--- src/rtl/dual_fifo_port_pkg.sv ---
package dual_fifo_port_pkg;
  localparam int WORD_W = 32;
  localparam int BYTE_N = WORD_W / 8;

  // status word bit positions
  localparam int ST_IN_EMPTY  = 0;
  localparam int ST_IN_HALF   = 1;
  localparam int ST_IN_FULL   = 2;
  localparam int ST_OUT_EMPTY = 4;
  localparam int ST_OUT_HALF  = 5;
  localparam int ST_OUT_FULL  = 6;
  localparam int ST_IN_OVF    = 8;
  localparam int ST_OUT_OVF   = 9;

  typedef enum logic [2:0] {
    RD_KEEP, RD_HEAD, RD_PAIR, RD_HOLD, RD_STATUS, RD_ZERO
  } rdSel_e;

  typedef struct packed {
    logic   inPush;
    logic   inPop;
    logic   inPopPair;
    logic   outPushOne;
    logic   outPushPair;
    logic   outPop;
    logic   wrLatch;
    rdSel_e rdSel;
  } strobe_t;

  function automatic logic [WORD_W-1:0] byteSwap(input logic [WORD_W-1:0] w);
    logic [WORD_W-1:0] r;
    for (int b = 0; b < BYTE_N; b++) begin
      r[8*b +: 8] = w[WORD_W-8-8*b +: 8];
    end
    return r;
  endfunction
endpackage

--- src/rtl/dual_fifo_port_ctrl.sv ---
module dual_fifo_port_ctrl
  import dual_fifo_port_pkg::*;
#(
  parameter int DEPTH    = 8,
  parameter int ADDR_W   = 8,
  parameter int PORT_OFS = 'h20,
  parameter int STAT_OFS = 'h24,
  localparam int PTR_W   = $clog2(DEPTH),
  localparam int CNT_W   = PTR_W + 1
) (
  input  logic              clk,
  input  logic              rst,
  input  logic              mode64,
  input  logic [ADDR_W-1:0] locAddr,
  input  logic              locRd,
  input  logic              locWr,
  input  logic              hostPush,
  input  logic              hostPop,
  output strobe_t           strb,
  output logic [PTR_W-1:0]  inWrPtr,
  output logic [PTR_W-1:0]  inRdPtr,
  output logic [PTR_W-1:0]  outWrPtr,
  output logic [PTR_W-1:0]  outRdPtr,
  output logic [WORD_W-1:0] statusWord,
  output logic              rdEmpty,
  output logic              wrFull,
  output logic              hostInFull,
  output logic              hostOutEmpty
);
  localparam logic [CNT_W-1:0] FULL_CNT = CNT_W'(DEPTH);
  localparam logic [CNT_W-1:0] HALF_CNT = CNT_W'(DEPTH / 2);
  localparam logic [CNT_W-1:0] TWO      = CNT_W'(2);

  logic [CNT_W-1:0] inCount, outCount, outFree;
  logic             rdPhase, wrPhase, inOvf, outOvf;
  logic             portSel, statSel;
  logic [1:0]       inDec, outInc;

  always_comb begin
    portSel      = (locAddr == ADDR_W'(PORT_OFS));
    statSel      = (locAddr == ADDR_W'(STAT_OFS));
    outFree      = FULL_CNT - outCount;
    hostInFull   = (inCount == FULL_CNT);
    hostOutEmpty = (outCount == '0);
    rdEmpty      = mode64 ? (!rdPhase && (inCount < TWO)) : (inCount == '0);
    wrFull       = mode64 ? (!wrPhase && (outFree < TWO)) : (outFree == '0);
  end

  always_comb begin
    strb       = '0;
    strb.rdSel = RD_KEEP;
    if (locRd) begin
      if (portSel) begin
        if (!rdEmpty) begin
          if (!mode64) begin
            strb.inPop = 1'b1;
            strb.rdSel = RD_HEAD;
          end else if (!rdPhase) begin
            strb.inPopPair = 1'b1;
            strb.rdSel     = RD_PAIR;
          end else begin
            strb.rdSel = RD_HOLD;
          end
        end
      end else if (statSel) begin
        strb.rdSel = RD_STATUS;
      end else begin
        strb.rdSel = RD_ZERO;
      end
    end
    if (locWr && portSel && !wrFull) begin
      if (!mode64)       strb.outPushOne  = 1'b1;
      else if (!wrPhase) strb.wrLatch     = 1'b1;
      else               strb.outPushPair = 1'b1;
    end
    strb.inPush = hostPush && !hostInFull;
    strb.outPop = hostPop && !hostOutEmpty;
  end

  always_comb begin
    inDec  = strb.inPopPair ? 2'd2 : (strb.inPop ? 2'd1 : 2'd0);
    outInc = strb.outPushPair ? 2'd2 : (strb.outPushOne ? 2'd1 : 2'd0);
  end

  always_ff @(posedge clk) begin
    if (rst) begin
      inCount  <= '0;
      outCount <= '0;
      inWrPtr  <= '0;
      inRdPtr  <= '0;
      outWrPtr <= '0;
      outRdPtr <= '0;
      rdPhase  <= 1'b0;
      wrPhase  <= 1'b0;
      inOvf    <= 1'b0;
      outOvf   <= 1'b0;
    end else begin
      inCount  <= inCount + CNT_W'(strb.inPush) - CNT_W'(inDec);
      outCount <= outCount + CNT_W'(outInc) - CNT_W'(strb.outPop);
      inWrPtr  <= inWrPtr + PTR_W'(strb.inPush);
      inRdPtr  <= inRdPtr + PTR_W'(inDec);
      outWrPtr <= outWrPtr + PTR_W'(outInc);
      outRdPtr <= outRdPtr + PTR_W'(strb.outPop);
      if (!mode64)                    rdPhase <= 1'b0;
      else if (strb.inPopPair)        rdPhase <= 1'b1;
      else if (strb.rdSel == RD_HOLD) rdPhase <= 1'b0;
      if (!mode64)               wrPhase <= 1'b0;
      else if (strb.wrLatch)     wrPhase <= 1'b1;
      else if (strb.outPushPair) wrPhase <= 1'b0;
      if (hostPush && hostInFull)       inOvf  <= 1'b1;
      if (locWr && portSel && wrFull)   outOvf <= 1'b1;
    end
  end

  always_comb begin
    statusWord               = '0;
    statusWord[ST_IN_EMPTY]  = (inCount == '0);
    statusWord[ST_IN_HALF]   = (inCount >= HALF_CNT);
    statusWord[ST_IN_FULL]   = hostInFull;
    statusWord[ST_OUT_EMPTY] = hostOutEmpty;
    statusWord[ST_OUT_HALF]  = (outCount >= HALF_CNT);
    statusWord[ST_OUT_FULL]  = (outCount == FULL_CNT);
    statusWord[ST_IN_OVF]    = inOvf;
    statusWord[ST_OUT_OVF]   = outOvf;
  end

  AST_COUNT_BOUND: assert property (@(posedge clk) disable iff (rst)
    (inCount <= FULL_CNT) && (outCount <= FULL_CNT));
  AST_OVF_STICKY: assert property (@(posedge clk) disable iff (rst)
    (inOvf || outOvf) |=> ($past(inOvf) -> inOvf) && ($past(outOvf) -> outOvf));
  AST_DROP_WRITE: assert property (@(posedge clk) disable iff (rst)
    (locWr && portSel && wrFull && !hostPop) |=> (outCount == $past(outCount)));
  AST_EMPTY_NOPOP: assert property (@(posedge clk) disable iff (rst)
    (locRd && portSel && rdEmpty && !hostPush) |=> (inCount == $past(inCount)));
  AST_PAIR_POP: assert property (@(posedge clk) disable iff (rst)
    (strb.inPopPair && !hostPush) |=> (inCount == $past(inCount) - TWO));
endmodule

--- src/rtl/dual_fifo_port_dp.sv ---
module dual_fifo_port_dp
  import dual_fifo_port_pkg::*;
#(
  parameter int DEPTH  = 8,
  localparam int PTR_W = $clog2(DEPTH)
) (
  input  logic              clk,
  input  logic              rst,
  input  strobe_t           strb,
  input  logic [PTR_W-1:0]  inWrPtr,
  input  logic [PTR_W-1:0]  inRdPtr,
  input  logic [PTR_W-1:0]  outWrPtr,
  input  logic [PTR_W-1:0]  outRdPtr,
  input  logic [WORD_W-1:0] statusWord,
  input  logic [WORD_W-1:0] hostPushData,
  input  logic [WORD_W-1:0] locWrData,
  output logic [WORD_W-1:0] locRdData,
  output logic [WORD_W-1:0] hostPopData
);
  logic [WORD_W-1:0] inMem  [DEPTH];
  logic [WORD_W-1:0] outMem [DEPTH];
  logic [WORD_W-1:0] holdRd, holdWr;
  logic [PTR_W-1:0]  inRdNext, outWrNext;

  assign inRdNext    = inRdPtr + PTR_W'(1);
  assign outWrNext   = outWrPtr + PTR_W'(1);
  assign hostPopData = outMem[outRdPtr];

  always_ff @(posedge clk) begin
    if (strb.inPush)     inMem[inWrPtr] <= hostPushData;
    if (strb.outPushOne) outMem[outWrPtr] <= locWrData;
    if (strb.outPushPair) begin
      outMem[outWrPtr]  <= byteSwap(locWrData);
      outMem[outWrNext] <= byteSwap(holdWr);
    end
    if (strb.wrLatch)   holdWr <= locWrData;
    if (strb.inPopPair) holdRd <= byteSwap(inMem[inRdPtr]);
  end

  always_ff @(posedge clk) begin
    if (rst) begin
      locRdData <= '0;
    end else begin
      case (strb.rdSel)
        RD_HEAD:   locRdData <= inMem[inRdPtr];
        RD_PAIR:   locRdData <= byteSwap(inMem[inRdNext]);
        RD_HOLD:   locRdData <= holdRd;
        RD_STATUS: locRdData <= statusWord;
        RD_ZERO:   locRdData <= '0;
        default:   locRdData <= locRdData;
      endcase
    end
  end

  AST_READ_KEEP: assert property (@(posedge clk) disable iff (rst)
    (strb.rdSel == RD_KEEP) |=> $stable(locRdData));
endmodule

--- src/rtl/dual_fifo_port.sv ---
module dual_fifo_port
  import dual_fifo_port_pkg::*;
#(
  parameter int DEPTH    = 8,
  parameter int ADDR_W   = 8,
  parameter int PORT_OFS = 'h20,
  parameter int STAT_OFS = 'h24
) (
  input  logic              clk,
  input  logic              rst,
  input  logic              mode64,
  input  logic [ADDR_W-1:0] locAddr,
  input  logic              locRd,
  input  logic              locWr,
  input  logic [31:0]       locWrData,
  output logic [31:0]       locRdData,
  output logic              rdEmpty,
  output logic              wrFull,
  input  logic              hostPush,
  input  logic [31:0]       hostPushData,
  output logic              hostInFull,
  input  logic              hostPop,
  output logic [31:0]       hostPopData,
  output logic              hostOutEmpty
);
  localparam int PTR_W = $clog2(DEPTH);

  strobe_t           strb;
  logic [PTR_W-1:0]  inWrPtr, inRdPtr, outWrPtr, outRdPtr;
  logic [WORD_W-1:0] statusWord;

  dual_fifo_port_ctrl #(
    .DEPTH(DEPTH), .ADDR_W(ADDR_W), .PORT_OFS(PORT_OFS), .STAT_OFS(STAT_OFS)
  ) u_ctrl (
    .clk(clk), .rst(rst), .mode64(mode64), .locAddr(locAddr),
    .locRd(locRd), .locWr(locWr), .hostPush(hostPush), .hostPop(hostPop),
    .strb(strb), .inWrPtr(inWrPtr), .inRdPtr(inRdPtr),
    .outWrPtr(outWrPtr), .outRdPtr(outRdPtr), .statusWord(statusWord),
    .rdEmpty(rdEmpty), .wrFull(wrFull),
    .hostInFull(hostInFull), .hostOutEmpty(hostOutEmpty)
  );

  dual_fifo_port_dp #(.DEPTH(DEPTH)) u_dp (
    .clk(clk), .rst(rst), .strb(strb),
    .inWrPtr(inWrPtr), .inRdPtr(inRdPtr),
    .outWrPtr(outWrPtr), .outRdPtr(outRdPtr),
    .statusWord(statusWord), .hostPushData(hostPushData),
    .locWrData(locWrData), .locRdData(locRdData), .hostPopData(hostPopData)
  );
endmodule

--- config.mk ---
export PLATFORM = sky130hd
export DESIGN_NAME = dual_fifo_port
export DESIGN_NICKNAME = d
export VERILOG_FILES = /design/src/rtl/dual_fifo_port_pkg.sv /design/src/rtl/dual_fifo_port_ctrl.sv /design/src/rtl/dual_fifo_port_dp.sv /design/src/rtl/dual_fifo_port.sv
export SDC_FILE = /design/constraint.sdc
export NUM_CORES = 1
export LEC_CHECK = 0
export ABC_CLOCK_PERIOD_IN_PS = 6300
export BUFFER_PORTS_ARGS = -buffer_cell sky130_fd_sc_hd__buf_2
export CORE_MARGIN = 2
export CORE_UTILIZATION = 50
export CTS_CLUSTER_SIZE = 12
export DETAILED_ROUTE_END_ITERATION = 16
export GPL_TIMING_DRIVEN = 0
export PLACE_DENSITY = 0.63
export SKIP_LAST_GASP = 1
export SLEW_MARGIN = 20
export SYNTH_ARGS = -nofsm -noshare
export SYNTH_HDL_FRONTEND = slang
export SYNTH_SLANG_ARGS = --single-unit
export TNS_END_PERCENT = 100
--- constraint.sdc ---
create_clock -name clk -period 6.3 [get_ports clk]
set_clock_uncertainty 0.05 [all_clocks]
set_input_delay 1.89 -clock clk [delete_from_list [all_inputs] [get_ports clk]]
set_output_delay 1.89 -clock clk [all_outputs]
set_load 0.005 [all_outputs]
==> results.py <==
metrics = {
    "status": {
        "outcome": "completed",
    },
    "floorplan": {
        "die_h_um": 246,
        "coreArea_um2": 57800,
        "num_rows": 88,
        "die-area_um2": 60500,
        "ios": 147,
        "start_util_pct": 50.6,
        "die_w_um": 246,
    },
    "grt": {
        "track_usage_pct": 29.6,
        "grt-ovfl-total": 0,
        "grt_pass1_vias": 20163,
        "grt_pass1_wl_um": 130000,
        "antenna_found_initial": 5,
        "grt_max_degree": 42,
    },
    "power": {
        "p_comb_share_pct": 14.7,
        "switchingPower_w": 0.00248,
        "p_seq_share_pct": 47.5,
        "sw_frac_of_total_pct": 24.7,
        "p_leak_nw": 11.3,
        "clock_power_share_pct": 37.8,
        "ir_drop_uv": 247,
        "power_density_nw_per_um2": 296,
        "internal-power_w": 0.00757,
    },
    "detailed_routing": {
        "drt-initial-drc-count": 2403,
        "drt_first_pass_iters": 6,
        "wl_um": 88300,
        "vias_per_cell": 6.38,
        "ant_nets": 0,
        "vias": 19878,
        "drc": 0,
        "wl_per_cell_um": 28.4,
    },
    "clocking": {
        "cts.repair.resized": 0,
        "clkSlewWorstSetupHoldPaths_ns": 0.06,
        "htreeDepth": 3,
        "clk_latency_ns": 0.61,
        "cts_buffers": 69,
        "cts_root_buf": "clkbuf_16",
        "cts_tree": "yes",
        "cts_setup_buffers": 0,
        "cts.sinks": 632,
        "clk_path_buf_depth": 3,
        "hold_buffers": 0,
    },
    "hold_path": {
        "hold_class": "flop to flop",
        "whs_endpoint": "u_ctrl.outOvf",
        "holdPathStages": 2,
        "min_from": "u_ctrl.outOvf",
    },
    "worst_setup_path": {
        "cpPeakStageDelay_ns": 0.78,
        "reg2reg_depth": 13,
        "cp_slowest_cell": "clkbuf_1",
        "path_cells": "clkbuf_1, clkbuf_1, mux4_2, mux2_2, buf_2",
        "critical_path_class": "flop to output pin",
        "crit_top_cell": "clkbuf_1",
        "required_ns": 4.36,
        "path_delay_family": "buffers and inverters",
        "timing.rr.start": "u_ctrl.outCount[1]",
        "arrival_ns": 3.21,
        "critPathCaptureType": "output pin",
        "r2r-end": "u_dp.outMem[0][17]",
        "reg2reg_slack_ns": 2.27,
        "crit_buf_inv": 3,
        "cp_max_fo": 10,
        "worst_setup_path_start_kind": "flop",
    },
    "synth": {
        "synth_top_area_share_pct": 59.1,
        "synthCells": 2046,
        "synthTopCellsByArea": "edfxtp_1, mux4_2, a21oi_1",
        "yosysSeqAreaShare_pct": 63.0,
        "synth_nets": 2153,
        "synth_edf_count": 576,
        "synth_area_um2": 29300,
        "synth_area_leader_cell": "edfxtp_1",
        "ys.flop_type": "edfxtp_1",
        "synth_most_common_cell": "edfxtp_1",
        "async_flop_share_pct": 0,
        "synth_cell_types": 60,
        "synth_area_per_cell_um2": 14.3,
        "synth_seq_cells": 632,
        "ys_top_cells_by_count": "edfxtp_1, nor2_1, a21oi_1, mux4_2, clkbuf_1",
        "yosysWarnings": 0,
    },
    "finish": {
        "nets": 2408,
        "syn_to_final_growth_pct": 16.1,
        "drive_above_1_share_pct": 25.7,
        "stdcell_area_um2": 34000,
        "fillCellCount": 4528,
        "final_util_pct": 58.8,
    },
    "flow_run": {
        "max-cap-violations": 0,
    },
    "place": {
        "hpwl_um": 58900,
        "place_area_um2": 31900,
        "dp_slack_ns": 0.746,
        "io_buffer_count": 144,
        "gp_congestion": 0.852,
    },
    "timing": {
        "worst_slack_ns": 1.15,
        "tightest_slew_ns": 1.13,
        "setup_viol": 0,
        "rsz0062_at_grt": "false",
        "timing_hold_violations_final": 0,
        "max_slew_margin_pct": 24.6,
        "timing.final.crit_share_pct": 81.8,
        "finalMaxSlewViolations": 0,
        "min_period_ns": 5.15,
        "fmax_ghz": 0.194,
        "whs_ns": 0.440,
    },
}
kinds of logic after synthesis:
kind of cell    share of synthesized area, %
compound gates                          7.26
xor+xnor                               0.543
fa+ha+maj                               1.30
buf+inv                                 2.98
flops                                   63.0
mux                                     17.9
simple gates                            7.06
sequential cells by signal, summed over array words and instances, names as in the netlist:
signal           cells
u_ctrl.inWrPtr       3
u_ctrl.outCount      4
u_ctrl.inOvf         1
u_dp.locRdData      32
u_dp.inMem         256
u_dp.holdRd         32
u_ctrl.wrPhase       1
u_dp.holdWr         32
u_dp.outMem        256
u_ctrl.outRdPtr      3
u_ctrl.outOvf        1
u_ctrl.outWrPtr      3
u_ctrl.inRdPtr       3
u_ctrl.inCount       4
u_ctrl.rdPhase       1
per-stage QoR:
step / setup TNS [ns] / instances / total power (W)
2_1_floorplan: 0 / 2046 / 0.00580
3_3_place_gp: -796.09 / 2955 / 0.00628
3_5_place_dp: 0 / 2995 / 0.00634
4_1_cts: 0 / 3115 / 0.0101
5_1_grt: 0 / 3115 / 0.0104
6_report: 0 / 3116 / 0.0101
layout make-up:
cell class | instances | area, µm² | share of cell area, %
Buffer | 175 | 779 | 2.29
Sequential cell | 632 | 18400 | 54.2
Multi-Input combinational cell | 1215 | 10100 | 29.8
Antenna cell | 1 | 2.50 | 0.00737
Clock buffer | 94 | 1870 | 5.51
Inverter | 24 | 95.1 | 0.280
Clock inverter | 26 | 194 | 0.571
Tap cell | 765 | 957 | 2.82
Timing Repair Buffer | 184 | 1530 | 4.50
tightest hold or removal path: stages (launching register included):
cell	delay [ns]
dfxtp_1	0.33
a41oi_1	0.05
nor2_1	0.07
layout by cell type, fill, tap and decap left out, types with 8 or more instances in the layout:
| cell type | instances |
|---|---|
| nor2b_1 | 15 |
| nor2_4 | 8 |
| buf_2 | 179 |
| buf_4 | 12 |
| a22oi_1 | 8 |
| mux2i_1 | 71 |
| dfxtp_1 | 56 |
| nand2_1 | 71 |
| nor2_1 | 284 |
| clkinv_1 | 12 |
| clkbuf_16 | 70 |
| clkbuf_1 | 110 |
| mux4_2 | 170 |
| mux2_2 | 62 |
| buf_6 | 8 |
| o21ai_0 | 27 |
| o22ai_1 | 22 |
| nand4_1 | 8 |
| ha_1 | 24 |
| nand3_1 | 25 |
| clkbuf_2 | 33 |
| xnor2_1 | 10 |
| a31oi_1 | 8 |
| a21oi_1 | 288 |
| buf_1 | 11 |
| nor3_1 | 28 |
| edfxtp_1 | 576 |
| inv_1 | 23 |
| buf_16 | 22 |
| nand2b_1 | 8 |
routing by layer:
layer,part of all wire (%),vias up,track usage (%)
li1,-,8377,-
met1,37,10045,38.1
met2,49,1189,48.9
met3,9.0,259,5.43
met4,4.5,8,13.9
met5,0.053,-,0
how the worst max path moves through the flow:
stage | end | cells past startpoint | startpoint
after detailed placement | u_dp.outMem[0][12] | 12 | locAddr[6]
after CTS | hostPopData[6] | 5 | u_ctrl.outRdPtr[0]
after global routing | hostPopData[21] | 5 | u_ctrl.outRdPtr[0]
final | hostPopData[21] | 5 | u_ctrl.outRdPtr[1]
after floorplan | u_dp.outMem[2][0] | 6 | locAddr[4]
after global placement | u_dp.outMem[2][9] | 7 | locAddr[4]
power groups by stage:
| stage | sequential (W) | clock, W | combinational, W |
|---|---|---|---|
| floorplan | 0.00484 | 0 | 0.000953 |
| global placement | 0.00487 | 0 | 0.00141 |
| detailed placement | 0.00486 | 0 | 0.00148 |
| CTS | 0.00477 | 0.00384 | 0.00148 |
| global route | 0.00478 | 0.00400 | 0.00160 |
| finish | 0.00478 | 0.00380 | 0.00148 |
Note: power is estimated with default switching activity, not from simulation.
